## src/rtl/sbc_pkg.sv

```systemverilog
package sbc_pkg;

  typedef struct packed {
    logic       motor;
    logic       rs_sel;
    logic [2:0] rx_rate;
    logic [2:0] tx_rate;
  } ctrl_t;

  // rate code -> log2 of divide ratio after prescaler
  function automatic logic [3:0] rate_shift(input logic [2:0] code);
    case (code)
      3'b000:  rate_shift = 4'd0;
      3'b100:  rate_shift = 4'd1;
      3'b010:  rate_shift = 4'd2;
      3'b110:  rate_shift = 4'd3;
      3'b001:  rate_shift = 4'd4;
      3'b101:  rate_shift = 4'd6;
      3'b011:  rate_shift = 4'd7;
      default: rate_shift = 4'd8;
    endcase
  endfunction

endpackage

```

## src/rtl/sbc_prescaler.sv

```systemverilog
module sbc_prescaler #(
  parameter logic [3:0] LOAD = 4'd3
) (
  input  logic clk_i,
  input  logic rst_ni,
  output logic tick_o
);
  logic [3:0] cnt_q;

  assign tick_o = (cnt_q == 4'hF);

  always_ff @(posedge clk_i or negedge rst_ni) begin
    if (!rst_ni)     cnt_q <= LOAD;
    else if (tick_o) cnt_q <= LOAD;
    else             cnt_q <= cnt_q + 4'd1;
  end

  // ratio of at least 9 keeps ticks apart
  a_r5_tick_spaced: assert property (@(posedge clk_i) disable iff (!rst_ni)
    tick_o |=> !tick_o);

endmodule

```

## src/rtl/sbc_tick_div.sv

```systemverilog
module sbc_tick_div #(
  parameter int CW = 8,
  parameter int SW = 4
) (
  input  logic          clk_i,
  input  logic          rst_ni,
  input  logic          tick_i,
  input  logic          restart_i,
  input  logic [SW-1:0] shift_i,
  output logic          pulse_o
);
  logic [CW-1:0] cnt_q;
  logic [CW:0]   lim_full;
  logic [CW:0]   lim;

  assign lim_full = (CW+1)'(1) << shift_i;
  assign lim      = lim_full - (CW+1)'(1);
  assign pulse_o  = tick_i && (cnt_q == lim[CW-1:0]);

  always_ff @(posedge clk_i or negedge rst_ni) begin
    if (!rst_ni)        cnt_q <= '0;
    else if (restart_i) cnt_q <= '0;
    else if (pulse_o)   cnt_q <= '0;
    else if (tick_i)    cnt_q <= cnt_q + CW'(1);
  end

  // enables are single-cycle
  a_r6_single_pulse: assert property (@(posedge clk_i) disable iff (!rst_ni)
    pulse_o |=> !pulse_o);

endmodule

```

## src/rtl/sbc_port_mux.sv

```systemverilog
module sbc_port_mux (
  input  logic rs_sel_i,
  input  logic uart_txd_i,
  input  logic uart_rts_ni,
  output logic uart_rxd_o,
  output logic uart_cts_no,
  output logic uart_dcd_no,
  output logic rs_txd_o,
  output logic rs_rts_no,
  input  logic rs_rxd_i,
  input  logic rs_cts_ni,
  output logic cas_txd_o,
  input  logic cas_rxd_i,
  input  logic cas_dcd_ni
);
  // unselected outputs idle at mark / inactive
  always_comb begin
    if (rs_sel_i) begin
      rs_txd_o    = uart_txd_i;
      rs_rts_no   = uart_rts_ni;
      cas_txd_o   = 1'b1;
      uart_rxd_o  = rs_rxd_i;
      uart_cts_no = rs_cts_ni;
      uart_dcd_no = 1'b0;
    end else begin
      rs_txd_o    = 1'b1;
      rs_rts_no   = 1'b1;
      cas_txd_o   = uart_txd_i;
      uart_rxd_o  = cas_rxd_i;
      uart_cts_no = 1'b0;
      uart_dcd_no = cas_dcd_ni;
    end
  end
endmodule

```

## src/rtl/serial_baud_ctrl.sv

```systemverilog
module serial_baud_ctrl #(
  parameter logic [3:0] PRESCALE_LOAD = 4'd3,
  parameter int         BAUD_CW       = 8,
  parameter int         TONE_SHIFT    = 10
) (
  input  logic       clk_i,
  input  logic       rst_ni,
  input  logic       cs_i,
  input  logic       we_i,
  input  logic [7:0] wdata_i,
  output logic       tx_en_o,
  output logic       rx_en_o,
  output logic       tone_en_o,
  output logic       motor_o,
  input  logic       uart_txd_i,
  input  logic       uart_rts_ni,
  output logic       uart_rxd_o,
  output logic       uart_cts_no,
  output logic       uart_dcd_no,
  output logic       rs_txd_o,
  output logic       rs_rts_no,
  input  logic       rs_rxd_i,
  input  logic       rs_cts_ni,
  output logic       cas_txd_o,
  input  logic       cas_rxd_i,
  input  logic       cas_dcd_ni
);
  import sbc_pkg::*;

  localparam int SW = 4;

  ctrl_t         ctrl_q;
  logic          wr_en;
  logic          pre_tick;
  logic [SW-1:0] shift [2];
  logic [1:0]    baud_en;

  assign wr_en = cs_i && we_i;

  always_ff @(posedge clk_i or negedge rst_ni) begin
    if (!rst_ni)    ctrl_q <= '0;
    else if (wr_en) ctrl_q <= ctrl_t'(wdata_i);
  end

  sbc_prescaler #(.LOAD(PRESCALE_LOAD)) u_pre (
    .clk_i (clk_i),
    .rst_ni(rst_ni),
    .tick_o(pre_tick)
  );

  assign shift[0] = rate_shift(ctrl_q.tx_rate);
  assign shift[1] = rate_shift(ctrl_q.rx_rate);

  for (genvar g = 0; g < 2; g++) begin : g_baud
    sbc_tick_div #(.CW(BAUD_CW), .SW(SW)) u_div (
      .clk_i    (clk_i),
      .rst_ni   (rst_ni),
      .tick_i   (pre_tick),
      .restart_i(wr_en),
      .shift_i  (shift[g]),
      .pulse_o  (baud_en[g])
    );
  end

  assign tx_en_o = baud_en[0];
  assign rx_en_o = baud_en[1];

  sbc_tick_div #(.CW(TONE_SHIFT), .SW(SW)) u_tone (
    .clk_i    (clk_i),
    .rst_ni   (rst_ni),
    .tick_i   (pre_tick),
    .restart_i(1'b0),
    .shift_i  (SW'(TONE_SHIFT)),
    .pulse_o  (tone_en_o)
  );

  assign motor_o = ctrl_q.motor;

  sbc_port_mux u_mux (
    .rs_sel_i   (ctrl_q.rs_sel),
    .uart_txd_i (uart_txd_i),
    .uart_rts_ni(uart_rts_ni),
    .uart_rxd_o (uart_rxd_o),
    .uart_cts_no(uart_cts_no),
    .uart_dcd_no(uart_dcd_no),
    .rs_txd_o   (rs_txd_o),
    .rs_rts_no  (rs_rts_no),
    .rs_rxd_i   (rs_rxd_i),
    .rs_cts_ni  (rs_cts_ni),
    .cas_txd_o  (cas_txd_o),
    .cas_rxd_i  (cas_rxd_i),
    .cas_dcd_ni (cas_dcd_ni)
  );

  a_r2_motor_needs_write: assert property (@(posedge clk_i) disable iff (!rst_ni)
    !$stable(motor_o) |-> $past(cs_i && we_i));

  a_r9_tx_restart: assert property (@(posedge clk_i) disable iff (!rst_ni)
    wr_en |=> (!tx_en_o || ctrl_q.tx_rate == 3'b000));

  a_r9_rx_restart: assert property (@(posedge clk_i) disable iff (!rst_ni)
    wr_en |=> (!rx_en_o || ctrl_q.rx_rate == 3'b000));

  a_r8_tone_on_tick: assert property (@(posedge clk_i) disable iff (!rst_ni)
    tone_en_o |-> pre_tick);

endmodule

```

## config.mk

```make
export PLATFORM = sky130hd
export DESIGN_NAME = serial_baud_ctrl
export DESIGN_NICKNAME = d
export VERILOG_FILES = /design/src/rtl/sbc_pkg.sv /design/src/rtl/sbc_prescaler.sv /design/src/rtl/sbc_tick_div.sv /design/src/rtl/sbc_port_mux.sv /design/src/rtl/serial_baud_ctrl.sv
export SDC_FILE = /design/constraint.sdc
export NUM_CORES = 1
export LEC_CHECK = 0
export CAP_MARGIN = 20
export CORE_ASPECT_RATIO = 0.5
export CORE_MARGIN = 1
export CORE_UTILIZATION = 35
export CTS_CLUSTER_DIAMETER = 80
export DETAILED_ROUTE_END_ITERATION = 6
export PLACE_DENSITY = 0.64
export SYNTH_ARGS = -nofsm -noshare
export SYNTH_HDL_FRONTEND = slang
export SYNTH_SLANG_ARGS = --single-unit
```

## constraint.sdc

```tcl
create_clock -name clk_i -period 2.5 [get_ports clk_i]
set_clock_uncertainty 0.15 [all_clocks]
set_input_delay 0.625 -clock clk_i [delete_from_list [all_inputs] [get_ports clk_i]]
set_output_delay 0.625 -clock clk_i [all_outputs]
set_load 0.02 [all_outputs]
```

; ---- Word-level counts from Yosys, hierarchy flattened
; Index checks and enable logic that the tools add are counted.
[word_totals]
ff_bits = 38
latch_bits = 0
mem_bits_ro = 0
in_bits = 18
word_cells = 58
out_inout_bits = 10
mem_count = 0
ram_bits = 0
[op_classes]
n_shift = 2
bitwise_logic = 0
mux = 17
n_eq_ne = 16
order_cmp = 0
reduce_logical = 9
div = 0
add_sub_neg = 6
n_mul = 0
[op_table]
columns = op, count
row1 = $pmux 4 s7, 2
row2 = $mux 8, 6
row3 = $mux 10, 2
row4 = $eq 3x3->1 const B, 6
row5 = $add 8x1->8 const B, 2
row6 = $eq 8x8->1, 2
row7 = $shl 1x4->8 const A, 2
row8 = $sub 8x1->8 const B, 2
row9 = $eq 3x2->1 const B, 4
row10 = $add 10x1->10 const B, 1
row11 = $eq 10x10->1 const B, 1
row12 = $eq 3x1->1 const B, 2
row13 = $logic_not 3->1, 2
row14 = $mux 1, 6
row15 = $reduce_bool 3->1, 2
row16 = $add 4x1->4 const B, 1
row17 = $eq 4x4->1 const B, 1
row18 = $logic_and 1x1->1, 4
row19 = $mux 4, 1
row20 = $reduce_bool 2->1, 1

; ---- Longest topological paths before layout
; Gate-level depths: netlist of the first run.
[logic_depth]
depth_word = 8
depth_mapped = 11
depth_no_buf = 8

; ---- Cells and area by module
; From an unflattened synthesis of the first run, not the netlist that was laid out.
[unflattened]
cells_unflattened = 351
hier_area_um2 = 3166.8
[modules_own_cells]
columns = mod, area_per_inst_um2, seq_area_each_um2, cells_each, instances
row1 = sbc_tick_div at g_baud[0].u_div ..., 730.7, 200.2, 86, 2
row2 = sbc_tick_div at u_tone, 1053.5, 250.2, 126, 1
row3 = serial_baud_ctrl, 422.9, 200.2, 32, 1
row4 = sbc_prescaler, 178.9, 102.6, 15, 1
row5 = sbc_port_mux, 50.0, 0.0, 6, 1

; ---- Least setup slack after synthesis of the first run
; No wires, ideal clock.
[synth_path]
path_kind = flip-flop to output port
start = register ctrl_q[5] (netlist name)
end = output port rx_en_o
required_ns = 1.725
stages_incl_launch_ff = 9
arrival_time_ns = 1.892
path_slack_ns = -0.167
n_path_buf = 2
path_cell_list = dfrtp_1 or3_1 ha_1 buf_2 xnor2_1 a21oi_1 nor4_1 o311a_1 buf_4
[synth_between]
elab_chain_len = 6
elab_cells_between_ends = 12
classes_between = 1 x add/sub / 7 x eq/ne / 1 x shift / 1 x mux / 2 x reduce/logical
[synth_lines]
columns = element, line_no
row1 = from (decl), serial_baud_ctrl.sv:32  ; ctrl_t ctrl_q;
row2 = from (signal assigned), serial_baud_ctrl.sv:42  ; else if (wr_en) ctrl_q <= ctrl_t'(wdata_i);
row3 = $eq 3x2->1 (tied with other cells), sbc_pkg.sv:12  ; case (code)
row4 = $pmux 4 s7 (*), sbc_pkg.sv:12
row5 = $shl 1x4->8 (*), sbc_tick_div.sv:16  ; assign lim_full = (CW+1)'(1) << shift_i;
row6 = $sub 8x1->8 (*), sbc_tick_div.sv:17  ; assign lim = lim_full - (CW+1)'(1);
row7 = $eq 8x8->1 (*), sbc_tick_div.sv:18  ; assign pulse_o = tick_i && (cnt_q == lim[CW-1:0]);
row8 = $logic_and 1x1->1 (*), sbc_tick_div.sv:18
row9 = to (decl), serial_baud_ctrl.sv:12  ; output logic rx_en_o,
; Mark *: on every way between the ends. The rest lies on a longest branch, timed or not.

; ---- Worst setup path after layout of the first run
[layout_path]
start = register ctrl_q[3] (netlist name)
end = output port rx_en_o
; Same word-level chain as after synthesis.

==> impl_summary.log, run 1 <==
INFO  metric timing.final.max_slew_violations = 0
INFO  metric rsz_0062_raised_after_global_routing = yes
INFO  metric tritoncts_clock_tree = yes
INFO  metric cpPeakStageDelay = 0.40 ns
INFO  metric worst_r2r_path_depth = 9
INFO  metric maxCapViolations = 0
INFO  metric cts_htree_levels = 2
INFO  metric clock_power_share = 39.7%
INFO  metric clock_sinks = 38
INFO  metric cell_variety_after_synth = 49
INFO  metric largest_net_degree_at_the_start_of_global_routing = 24
INFO  metric finalCriticalPeriod = 2.946 ns
INFO  metric seq_power_share = 41.0%
INFO  metric combinational_family_with_the_most_area_after_synthesis = simple AND/OR/NAND/NOR gates
INFO  metric run_status = complete, but fails checks
INFO  metric relative_slew_slack = 64.82%
INFO  metric placement_rows = 20
INFO  metric timing_worst_slew_pin_value = 0.5277 ns
INFO  metric drt-total-wl = 5.111 mm
INFO  metric synth_simple_gate_area_share = 27.80%
INFO  metric initial_core_util = 36.56%
INFO  metric report.final.hold_viol_count = 0
INFO  metric ctsRootBufferMaster = sky130_fd_sc_hd__clkbuf_16
INFO  metric min_period_over_period = 117.8%
INFO  metric setup_total_negative_slack = -0.4779 ns
INFO  metric yosys.area_share.xor_xnor = 8.240%
INFO  metric chipHeight = 58.47 um
INFO  metric count_of_tritonroute_iterations_in_the_first_routing_pass = 6
INFO  metric final_nets = 343
INFO  metric grt_overflow = 0
INFO  metric grtUsageTotal = 16.74%
INFO  metric drive_gt1_share = 24.92%
INFO  metric synth_flop_cell = sky130_fd_sc_hd__dfrtp_1
INFO  metric synth_compound_gate_area_share = 12.72%
INFO  metric ctsLongestPathBuffers = 2
INFO  metric power.ir.vdd_worst = 0.0002616 V
INFO  metric portion_of_the_post_synthesis_area_used_by_sequential_elements = 42.71%
INFO  metric initial_drt_markers = 105
INFO  metric die-area = 6721 um^2
INFO  metric syn_area = 2232 um^2
INFO  metric cell_with_the_most_instances_after_synthesis = sky130_fd_sc_hd__nand2_1
INFO  metric min_path_type = in2async
INFO  metric power.leakage = 1.396 nW
INFO  metric synth.area.top_cells = sky130_fd_sc_hd__dfrtp_1 40%, sky130_fd_sc_hd__nand2_1 7.9%, sky130_fd_sc_hd__xor2_1 4.7%, sky130_fd_sc_hd__nand3_1 4.0%, sky130_fd_sc_hd__xnor2_1 3.5%
INFO  metric swShare = 26.08%
INFO  metric switching_power_summed_over_all_nets = 0.4190 mW
INFO  metric synthesis.nets = 278
INFO  metric p_int = 1.188 mW
INFO  metric core = 6106 um^2
INFO  metric delay_heaviest_family_cp = compound AO/OA/AOI/OAI gates
INFO  metric clock_latency_on_the_worst_skew_pair = 0.28 ns
INFO  metric post_synth_fa_ha_maj_area_fraction = 2.803%
INFO  metric avgSynthCellArea = 8.753 um^2
INFO  metric postSynthRegisterBits = 38
INFO  metric worstSetupPathType = reg2out
INFO  metric cp_slowest_cell = sky130_fd_sc_hd__or3_4
INFO  metric number_of_ports_placed_on_the_die_boundary = 28
INFO  metric place.port_buffers = 27
INFO  metric cp_num_cells = 8
INFO  metric grt_first_pass_wirelength = 8.776 mm
INFO  metric timing.hold.ws = 0.1738 ns
INFO  metric synth_async_sr_flop_share = 100.0%
INFO  metric synth_largest_area_cell = sky130_fd_sc_hd__dfrtp_1
INFO  metric worstPathCellList = or3_4 -> ha_4 -> buf_6 -> xnor2_2 -> a21oi_2 -> nor4_2 -> o311a_1 -> buf_6
INFO  metric number_of_buffers_and_inverters_on_the_critical_path = 2
INFO  metric route.vias.total = 2046
INFO  metric timing.final.setup_violations = 2
INFO  metric cp-end-kind = output port
INFO  metric post_drt_via_cell_ratio = 5.002
INFO  metric grt_antenna_before_repair = 0
INFO  metric synth.cells.most_frequent = 47 x sky130_fd_sc_hd__nand2_1, 36 x sky130_fd_sc_hd__dfrtp_1, 18 x sky130_fd_sc_hd__nand3_1
INFO  metric fmax = 339.5 MHz
INFO  metric violations = DRC, setup timing
INFO  metric required = 1.73 ns
INFO  metric grt_pass1_vias = 1954
INFO  metric critPathMostFrequentCell = sky130_fd_sc_hd__buf_6
INFO  metric yosys_warnings = 0
INFO  metric chipWidth = 114.9 um
INFO  metric synth.mux.area_fraction = 1.401%
INFO  metric critPathArrivalTime = 2.17 ns
INFO  metric yosys.area.top_type_share = 40.36%
INFO  metric power_per_cell_area = 513.5 nW/um^2
INFO  metric syn_inst = 255
INFO  metric cts_inserted_buffers = 5
INFO  metric p_comb_share = 19.2%
INFO  metric dpl.hpwl = 3.623 mm
INFO  metric worst-path-max-fanout = 6
INFO  metric clk_pin_slew = 0.06 ns
INFO  metric route.antenna.remaining_nets = 0
INFO  metric drc_errors = 1
INFO  metric flow.area_growth_from_synthesis = 40.19%
INFO  metric n_antenna_cell = 0
INFO  metric critical_path.startpoint_type = flip-flop
INFO  metric synth_enable_flop_cells = 0
INFO  metric fin_ws = -0.4455 ns
INFO  metric drt-wirelength-per-cell = 12.50 um
INFO  metric gp_routability_congestion = 0.7942
INFO  metric cts_hold_buf = 0
## worst reg2reg max path, cell delays in order, from the launching register on
cell	delay, ns
sky130_fd_sc_hd__dfrtp_1	0.37
sky130_fd_sc_hd__or3_4	0.40
sky130_fd_sc_hd__ha_4	0.19
sky130_fd_sc_hd__buf_6	0.13
sky130_fd_sc_hd__xnor2_2	0.12
sky130_fd_sc_hd__a21oi_2	0.14
sky130_fd_sc_hd__nor4_2	0.05
sky130_fd_sc_hd__o311a_1	0.34
sky130_fd_sc_hd__buf_4	0.19
sky130_fd_sc_hd__nor3_1	0.18
## layout by cell type, fill, tap and decap left out, types with 6 or more instances in the layout
| master | instances |
|---|---|
| sky130_fd_sc_hd__nand2_1 | 47 |
| sky130_fd_sc_hd__buf_4 | 44 |
| sky130_fd_sc_hd__dfrtp_1 | 34 |
| sky130_fd_sc_hd__nand3_1 | 17 |
| sky130_fd_sc_hd__clkdlybuf4s50_1 | 17 |
| sky130_fd_sc_hd__nor2_1 | 15 |
| sky130_fd_sc_hd__xor2_1 | 12 |
| sky130_fd_sc_hd__o21ai_0 | 12 |
| sky130_fd_sc_hd__nor3_1 | 11 |
| sky130_fd_sc_hd__and3_1 | 8 |
| sky130_fd_sc_hd__xnor2_1 | 8 |
| sky130_fd_sc_hd__a21oi_1 | 6 |
| sky130_fd_sc_hd__nand2b_1 | 6 |
| sky130_fd_sc_hd__dlygate4sd2_1 | 6 |
## repair_timing
item                                    4_1_cts  5_1_grt
pin swaps                                     8        7
buffers inserted                              1        5
endpoints found under the setup margin        9       10
gates resized for setup                      36        9
## layout make-up
class / instances / area (um^2)
sequential: 38 / 955.9
tap: 88 / 110.1
clock inverter: 2 / 12.51
multi-input combinational: 198 / 1274
timing repair buffer: 73 / 623.1
fill: 555 / 2977
clock buffer: 6 / 138.9
inverter: 4 / 15.01
## sequential cells by signal, summed over array words and instances (netlist names)
register	cells
motor_o	1
u_pre.cnt_q	4
ctrl_q	7
g_baud.u_div.cnt_q	16
u_tone.cnt_q	10
## through the flow
stage	instance area [um^2]	utilization, %	std cells	total power [mW]	worst slack (ns)
final	3129	51.25	409	1.607	-0.4455
after global routing	3129	51.25	409	1.681	-0.5419
after CTS	3050	49.96	404	1.616	-0.4971
after detailed placement	2844	46.58	395	0.9601	-0.6407
after global placement	2844	46.58	395	0.9522	-0.5806
after floorplan	2260	-	255	0.8387	-0.1408
## final timing paths
| kind | startpoint | slack (ns) | to |
|---|---|---|---|
| worst max-delay path | ctrl_q[3] | -0.45 | rx_en_o |
| min in group clk_i | motor_o | 0.33 | motor_o |
| worst min register to register | motor_o | 0.33 | motor_o |
| worst min-delay path | rst_ni | 0.17 | g_baud[0].u_div.cnt_q[0] |
| max in group asynchronous | rst_ni | 1.47 | ctrl_q[1] |
| worst max register to register | ctrl_q[3] | 0.15 | g_baud[1].u_div.cnt_q[2] |
## metal layers
layer / part of all wire, % / global-route usage [%]
met4: 1.4 / 6.494
met1: 47 / 21.41
met5: 0 / 0
met3: 2.5 / 3.090
met2: 49 / 28.66
## power groups by stage
stage          registers (mW)  logic [mW]  clock network (mW)
2_1_floorplan           0.666       0.172                   0
3_3_place_gp            0.668       0.285                   0
3_5_place_dp            0.668       0.292                   0
4_1_cts                 0.658       0.301               0.657
5_1_grt                 0.664       0.341               0.676
6_report                0.659       0.309               0.639
## cells by family (layout without fill, tap and decap cells)
logic type      count (synthesis)  count (layout)
simple gates                  126             126
fa+ha+maj                       5               5
flops                          38              38
xor+xnor                       21              21
buf+inv                        19              85
mux                             3               3
compound gates                 43              43
No activity file was read; power rests on OpenSTA's default activity.
==> run 2: changes to the inputs <==
CORE_ASPECT_RATIO = unset   (was 0.5)
==> impl_summary.log, run 2 (same netlist as run 1, synthesis figures left out) <==
INFO  metric run_status = complete, but fails checks
INFO  metric violations = setup timing
INFO  metric drive_gt1_share = 22.54% (-2.4 points)
INFO  metric n_antenna_cell = 0 (unchanged)
INFO  metric count_of_fill_cells_added_during_filler_insertion = 569 (+2.5%)
INFO  metric clock_sinks = 38 (unchanged)
INFO  metric critPathArrivalTime = 2.16 ns (about the same)
INFO  metric multi_input_area = 1262 um^2 (-0.88%)
INFO  metric drt-wirelength-per-cell = 12.65 um (+1.2%)
INFO  metric placement_rows = 28 (+40%)
INFO  metric drt-total-wl = 4.934 mm (-3.5%)
INFO  metric dpl.hpwl = 3.552 mm (-2.0%)
INFO  metric finalCriticalPeriod = 2.936 ns (-0.009551 ns)
INFO  metric ff_latch_area = 957.2 um^2 (+0.13%)
INFO  metric finalCoreUtilization = 50.23% (-1.0 points)
INFO  metric largest_registers = g_baud.u_div.cnt_q: 16 flops, u_tone.cnt_q: 10 flops, ctrl_q: 7 flops
INFO  metric cts_inserted_buffers = 5 (unchanged)
INFO  metric largest_reg_flops = 16 (unchanged)
INFO  metric tritoncts_clock_tree = yes
INFO  metric route.antenna.remaining_nets = 0 (unchanged)
INFO  metric power.leakage = 1.347 nW (-3.5%)
INFO  metric timing.final.setup_violations = 2 (unchanged)
INFO  metric drc_errors = 0 (-1)
INFO  metric number_of_ports_placed_on_the_die_boundary = 28 (unchanged)
INFO  metric relative_slew_slack = 66.63% (+1.8 points)
INFO  metric grt_first_pass_wirelength = 8.217 mm (-6.4%)
INFO  metric pre_cts_ws = -0.6302 ns (+0.01042 ns)
INFO  metric core = 6026 um^2 (-1.3%)
INFO  metric die-area = 6701 um^2 (-0.29%)
INFO  metric largest_net_degree_at_the_start_of_global_routing = 39 (+63%)
INFO  metric clock_latency_on_the_worst_skew_pair = 0.29 ns (about the same)
INFO  metric cp-end-kind = output port
INFO  metric final_cell_mix = 47 x sky130_fd_sc_hd__nand2_1, 35 x sky130_fd_sc_hd__buf_4, 33 x sky130_fd_sc_hd__dfrtp_1
INFO  metric timing.final.max_slew_violations = 0 (unchanged)
INFO  metric maxCapViolations = 0 (unchanged)
INFO  metric place.port_buffers = 27 (unchanged)
INFO  metric initial_drt_markers = 91 (-13%)
INFO  metric power_per_cell_area = 485.4 nW/um^2 (-5.5%)
INFO  metric rsz_0062_raised_after_global_routing = yes
INFO  metric grtUsageTotal = 16.03% (-0.70 points)
INFO  metric timing_worst_slew_pin_value = 0.4993 ns (-0.02840 ns)
INFO  metric grt_antenna_before_repair = 0 (unchanged)
INFO  metric chipWidth = 81.86 um (-29%)
INFO  metric ctsRootBufferMaster = sky130_fd_sc_hd__clkbuf_8
INFO  metric route.vias.total = 1993 (-2.6%)
INFO  metric fmax = 340.6 MHz (+0.33%)
INFO  metric clk_pin_slew = 0.08 ns (+0.02 ns)
INFO  metric required = 1.73 ns (about the same)
INFO  metric flow.area_growth_from_synthesis = 35.59%
INFO  metric chipHeight = 81.86 um (+40%)
INFO  metric ctsLongestPathBuffers = 2 (unchanged)
INFO  metric cts_hold_buf = 0 (unchanged)
INFO  metric report.final.hold_viol_count = 0 (unchanged)
INFO  metric final_nets = 337 (-1.7%)
INFO  metric grt_overflow = 0 (unchanged)
INFO  metric min_period_over_period = 117.4% (-0.38 points)
INFO  metric register_bank_with_the_most_flops = g_baud.u_div.cnt_q
INFO  metric count_of_tritonroute_iterations_in_the_first_routing_pass = 4 (-2)
INFO  metric critical_path.startpoint_type = flip-flop
INFO  metric gp_routability_congestion = 0.7912 (-0.38%)
INFO  metric initial_core_util = 37.04% (+0.49 points)
INFO  metric grt_pass1_vias = 1876 (-4.0%)
INFO  metric post_drt_via_cell_ratio = 5.110 (+2.2%)
INFO  metric power.ir.vdd_worst = 0.0003025 V (+16%)
INFO  metric min_path_type = in2async
INFO  metric worstSetupPathType = reg2out
INFO  metric worst-path-max-fanout = 6 (unchanged)
INFO  metric mostFrequentLayoutCell = sky130_fd_sc_hd__nand2_1
INFO  metric cts_htree_levels = 2 (unchanged)
INFO  metric fin_ws = -0.4360 ns (+0.009551 ns)
run 2: changes by cell type in the layout (fill, tap and decap cells not counted), moves of 2 or more:
cell and change:
sky130_fd_sc_hd__buf_4 -9, sky130_fd_sc_hd__a21oi_2 -2, sky130_fd_sc_hd__nor2_2 +2, sky130_fd_sc_hd__a21oi_1 +2
sky130_fd_sc_hd__buf_6 +3, sky130_fd_sc_hd__clkbuf_16 -5, sky130_fd_sc_hd__clkbuf_8 +4
run 2: critical path: stages (launching register included):
cell and delay, ns:
sky130_fd_sc_hd__dfrtp_1 0.38, sky130_fd_sc_hd__or3_4 0.41, sky130_fd_sc_hd__ha_4 0.20, sky130_fd_sc_hd__buf_6 0.12, sky130_fd_sc_hd__xnor2_1 0.11, sky130_fd_sc_hd__a21oi_1 0.12
sky130_fd_sc_hd__nor4_1 0.06, sky130_fd_sc_hd__o311a_1 0.33, sky130_fd_sc_hd__buf_6 0.14
run 2: routing by layer:
metal / vias to the layer above / wire, um / part of all wire, % / global-route usage [%]
li1: 1001 / - / - / -
met1: 931 / 2363 / 48 / 19.81
met2: 50 / 2196 / 45 / 25.45
met3: 11 / 281 / 5.7 / 3.778
met4: 0 / 93 / 1.9 / 9.123
met5: - / 0 / 0 / 0
run 2: final timing paths:
path	slack, ns	startpoint	endpoint	depth (start not counted)
max in group asynchronous	1.59	rst_ni	ctrl_q[2]	2
hold reg to reg	0.32	u_tone.cnt_q[6]	u_tone.cnt_q[6]	1
min in group clk_i	0.32	u_tone.cnt_q[6]	u_tone.cnt_q[6]	1
hold / removal	0.23	rst_ni	g_baud[1].u_div.cnt_q[6]	2
setup reg to reg	0.17	ctrl_q[3]	g_baud[1].u_div.cnt_q[3]	9
setup / recovery	-0.44	ctrl_q[3]	rx_en_o	8
run 2: what timing repair did:
item,in CTS,in global routing
resized for setup,40,6
setup buffers,1,1
gates cloned,0,0
pin swaps,6,4
endpoints found under the setup margin,9,6
run 2: report_power, final:
| group | total [mW] | switching, mW | leakage (nW) | internal (mW) |
|---|---|---|---|---|
| Sequential | 0.662 | 0.0256 | 0.484 | 0.636 |
| Clock | 0.507 | 0.213 | 0.0579 | 0.294 |
| Combinational | 0.300 | 0.144 | 0.805 | 0.157 |
run 2: metrics by stage:
stage	std cells	power (mW)	cell area (um^2)	hold WS [ns]	setup TNS, ns
2_1_floorplan	255	0.8387	2260	0.1794	-0.1408
3_3_place_gp	380	0.9536	2813	0.3086	-1.702
3_5_place_dp	380	0.9588	2813	0.3113	-1.813
4_1_cts	389	1.480	2994	0.2463	-0.5680
5_1_grt	390	1.547	3027	0.2862	-0.6871
6_report	390	1.469	3027	0.2301	-0.4882
run 2: cell type report:
class | instances | share of cell area, %
Clock inverter | 3 | 1.323
Clock buffer | 5 | 2.274
Multi-Input combinational cell | 198 | 41.71
Timing Repair Buffer | 67 | 19.47
Sequential cell | 38 | 31.62
Tap cell | 75 | 3.100
Inverter | 4 | 0.4961
==> run 3: changes to the inputs <==
ABC_CLOCK_PERIOD_IN_PS = 2500   (was unset)
MAX_ROUTING_LAYER = met4   (was unset)
PLACE_DENSITY = 0.62   (was 0.64)
SYNTH_HIERARCHICAL = 1   (was unset)
==> impl_summary.log, run 3 <==
INFO  metric initial_drt_markers = 108 (+19%)
INFO  metric tritoncts_clock_tree = yes
INFO  metric initial_core_util = 36.31% (-0.73 points)
INFO  metric synth_flop_cell = sky130_fd_sc_hd__dfrtp_1
INFO  metric power.leakage = 1.857 nW (+38%)
INFO  metric cell_with_the_most_instances_after_synthesis = sky130_fd_sc_hd__dfrtp_1
INFO  metric final_cell_mix = 67 x sky130_fd_sc_hd__buf_4, 34 x sky130_fd_sc_hd__dfrtp_1, 27 x sky130_fd_sc_hd__nor2_1
INFO  metric n_antenna_cell = 0 (unchanged)
INFO  metric grt_pass1_vias = 2923 (+56%)
INFO  metric total_power = 1.979 mW (+35%)
INFO  metric core = 8721 um^2 (+45%)
INFO  metric final_nets = 470 (+39%)
INFO  metric fin_ws = -0.7884 ns (-0.3524 ns)
INFO  metric fmax = 304.1 MHz (-11%)
INFO  metric pre_cts_ws = -1.030 ns (-0.4000 ns)
INFO  metric power.ir.vdd_worst = 0.0003490 V (+15%)
INFO  metric syn_inst = 351 (+38%)
INFO  metric clock_sinks = 38 (unchanged)
INFO  metric power_per_cell_area = 445.1 nW/um^2 (-8.3%)
INFO  metric instances_no_fill = 554 (+42%)
INFO  metric placement_rows = 34 (+21%)
INFO  metric yosys.area_share.xor_xnor = 5.531% (-2.7 points)
INFO  metric avgSynthCellArea = 9.022 um^2 (+3.1%)
INFO  metric mostFrequentLayoutCell = sky130_fd_sc_hd__buf_4
INFO  metric register_bank_with_the_most_flops = g_baud.u_div/cnt_q
INFO  metric cp-end-kind = output port
INFO  metric ctsLongestPathBuffers = 2 (unchanged)
INFO  metric route.vias.total = 2906 (+46%)
INFO  metric multi_input_area = 2385 um^2 (+89%)
INFO  metric timing.final.setup_violations = 19 (+17)
INFO  metric cpPeakStageDelay = 0.55 ns (+0.14 ns)
INFO  metric synth_async_sr_flop_share = 100.0% (unchanged)
INFO  metric count_of_fill_cells_added_during_filler_insertion = 795 (+40%)
INFO  metric wl_met1 = 3.402 mm (+44%)
INFO  metric wl_met2 = 3.946 mm (+80%)
INFO  metric post_synth_fa_ha_maj_area_fraction = 2.766% (-0.037 points)
INFO  metric yosys.area.top_type_share = 28.45% (-12 points)
INFO  metric cell_variety_after_synth = 63 (+29%)
INFO  metric dpl.hpwl = 5.209 mm (+47%)
INFO  metric required = 1.73 ns (about the same)
INFO  metric finalCoreUtilization = 50.99% (+0.76 points)
INFO  metric synth_enable_flop_cells = 0 (unchanged)
INFO  metric grt_antenna_before_repair = 0 (unchanged)
INFO  metric postSynthRegisterBits = 38 (unchanged)
INFO  metric min_path_type = in2async
INFO  metric critical_path.startpoint_type = flip-flop
INFO  metric worst_r2r_endpoint = g_baud[1].u_div/cnt_q[3]
INFO  metric drt-total-wl = 7.576 mm (+54%)
INFO  metric synth_compound_gate_area_share = 18.02% (+5.3 points)
INFO  metric chipHeight = 97.12 um (+19%)
INFO  metric cts_inserted_buffers = 5 (unchanged)
INFO  metric largest_registers = g_baud.u_div/cnt_q: 16 flops, u_tone/cnt_q: 10 flops, ctrl_q: 7 flops
INFO  metric yosys_warnings = 6 (+6)
INFO  metric syn_area = 3167 um^2 (+42%)
INFO  metric grt_first_pass_wirelength = 12.94 mm (+58%)
INFO  metric drive_gt1_share = 37.00% (+14 points)
INFO  metric synth.mux.area_fraction = 7.428% (+6.0 points)
INFO  metric clk_pin_slew = 0.07 ns (about the same)
INFO  metric chipWidth = 97.12 um (+19%)
INFO  metric synth_largest_area_cell = sky130_fd_sc_hd__dfrtp_1
INFO  metric grt_overflow = 0 (unchanged)
INFO  metric timing.final.max_slew_violations = 0 (unchanged)
INFO  metric min_period_over_period = 131.5% (+14 points)
INFO  metric rr_startpoint = ctrl_q[4]
INFO  metric maxCapViolations = 0 (unchanged)
INFO  metric critPathMostFrequentCell = sky130_fd_sc_hd__nor3_4
INFO  metric count_of_tritonroute_iterations_in_the_first_routing_pass = 4 (unchanged)
INFO  metric met3_wirelength = 148 um (-47%)
INFO  metric die-area = 9432 um^2 (+41%)
INFO  metric worstPathCellList = and3_4 -> nor3_4 -> nand2b_1 -> ha_2 -> xnor2_2 -> xnor2_1 -> or4_4 -> nor3_4 -> buf_6
INFO  metric drc_errors = 0 (unchanged)
INFO  metric combinational_family_with_the_most_area_after_synthesis = simple AND/OR/NAND/NOR gates
INFO  metric synth.cells.most_frequent = 36 x sky130_fd_sc_hd__dfrtp_1, 27 x sky130_fd_sc_hd__nor2_1, 24 x sky130_fd_sc_hd__nand2_1
INFO  metric gp_routability_congestion = 0.8275 (+4.6%)
INFO  metric worst_r2r_path_depth = 10 (+1)
INFO  metric critPathArrivalTime = 2.51 ns (+0.35 ns)
INFO  metric largest_reg_flops = 16 (unchanged)
INFO  metric timing_worst_slew_pin_value = 0.7323 ns (+0.2330 ns)
INFO  metric finalCriticalPeriod = 3.288 ns (+0.3524 ns)
INFO  metric cts_htree_levels = 2 (unchanged)
INFO  metric portion_of_the_post_synthesis_area_used_by_sequential_elements = 30.11% (-13 points)
INFO  metric flow.area_growth_from_synthesis = 40.42%
INFO  metric synth.area.top_cells = sky130_fd_sc_hd__dfrtp_1 28%, sky130_fd_sc_hd__xnor2_1 4.4%, sky130_fd_sc_hd__mux2_4 4.3%, sky130_fd_sc_hd__and3_1 3.4%, sky130_fd_sc_hd__nor4_1 3.4%
INFO  metric route.antenna.remaining_nets = 0 (unchanged)
INFO  metric post_drt_via_cell_ratio = 5.245 (+2.6%)
INFO  metric worst-path-max-fanout = 5 (-1)
INFO  metric ff_latch_area = 955.9 um^2 (-0.13%)
INFO  metric violations = setup timing
INFO  metric relative_slew_slack = 51.13% (-16 points)
INFO  metric reg2reg_setup_slack = -0.38 ns (-0.55 ns)
INFO  metric ctsRootBufferMaster = sky130_fd_sc_hd__clkbuf_8
INFO  metric dp.cells = 533 (+40%)
INFO  metric clock_latency_on_the_worst_skew_pair = 0.29 ns (about the same)
INFO  metric drt-wirelength-per-cell = 13.68 um (+8.1%)
INFO  metric synth_simple_gate_area_share = 30.42% (+2.6 points)
INFO  metric number_of_ports_placed_on_the_die_boundary = 28 (unchanged)
INFO  metric max_used_layer = met4
INFO  metric grtUsageTotal = 16.97% (+0.94 points)
INFO  metric worstSetupPathType = reg2out
INFO  metric run_status = complete, but fails checks
INFO  metric largest_net_degree_at_the_start_of_global_routing = 39 (unchanged)
INFO  metric rsz_0062_raised_after_global_routing = yes
INFO  metric report.final.hold_viol_count = 0 (unchanged)
INFO  metric cp_slowest_cell = sky130_fd_sc_hd__or4_4
INFO  metric place.port_buffers = 27 (unchanged)
-- run 3: cell count changes after synthesis, moves of 6 or more --
cell and change:
sky130_fd_sc_hd__nor4_1 +13, sky130_fd_sc_hd__o21ai_0 +6, sky130_fd_sc_hd__mux2i_1 +8, sky130_fd_sc_hd__nand2_1 -23, sky130_fd_sc_hd__buf_2 +6, sky130_fd_sc_hd__xnor2_1 +7, sky130_fd_sc_hd__nor2_1 +11, sky130_fd_sc_hd__and3_1 +9
sky130_fd_sc_hd__mux2_4 +9, sky130_fd_sc_hd__xor2_1 -8, sky130_fd_sc_hd__a2111oi_2 +7
-- run 3: worst max-delay path by stage --
stage / from / to / slack (ns)
final: ctrl_q[4] / rx_en_o / -0.79
after global routing: ctrl_q[5] / rx_en_o / -0.90
after CTS: ctrl_q[5] / rx_en_o / -0.78
after detailed placement: ctrl_q[3] / rx_en_o / -1.03
after global placement: ctrl_q[0] / tx_en_o / -0.93
after floorplan: ctrl_q[3] / rx_en_o / -0.54
-- run 3: worst max-delay path, delay by kind of cell, from the launching register on --
kind	cells	cell delay, ns
XOR/XNOR	2	0.29
flip-flops	1	0.46
buffers and inverters	1	0.14
adder cells (fa/ha/maj)	1	0.20
AND/OR/NAND/NOR	5	1.15
-- run 3: cell families (layout without fill, tap and decap cells) --
family          count (synthesis)  count (layout)
xor+xnor                       20              20
other cells                     2              13
simple gates                  158             158
compound gates                 74              74
buf+inv                        33             117
flops                          38              38
fa+ha+maj                       7               7
mux                            19              19
-- run 3: timing repair --
item	CTS	global route
buffers inserted	11	4
hold buffers	0	0
endpoints found under the setup margin	25	19
pin swaps	20	11
resized for setup	56	21
-- run 3: final cells by class --
| class | instances | share of cell area (%) |
|---|---|---|
| multi-input combinational | 291 | 53.63 |
| timing repair buffer | 103 | 19.47 |
| inverter | 6 | 0.5627 |
| sequential | 38 | 21.50 |
| clock buffer | 8 | 1.801 |
| tap | 108 | 3.039 |
-- run 3: power by group --
group          internal, mW  switching (mW)
Clock                 0.198           0.204
Sequential            0.637          0.0314
Combinational         0.470           0.438
-- run 3: stage by stage --
step                hold slack (ns)  setup TNS, ns  cell area (um^2)
detailed placement           0.3431         -8.041              4005
CTS                          0.2391         -5.620              4302
global route                 0.2697         -8.505              4447
finish                       0.2254         -6.273              4447
floorplan                    0.1794         -4.133              3283
global placement             0.3481         -6.211              4005
-- run 3: metal layers --
layer | vias to the layer above | GRT usage (%)
met1 | 1386 | 19.07
met2 | 34 | 31.42
li1 | 1477 | -
met4 | 0 | 4.478
met3 | 9 | 2.302
met5 | - | -
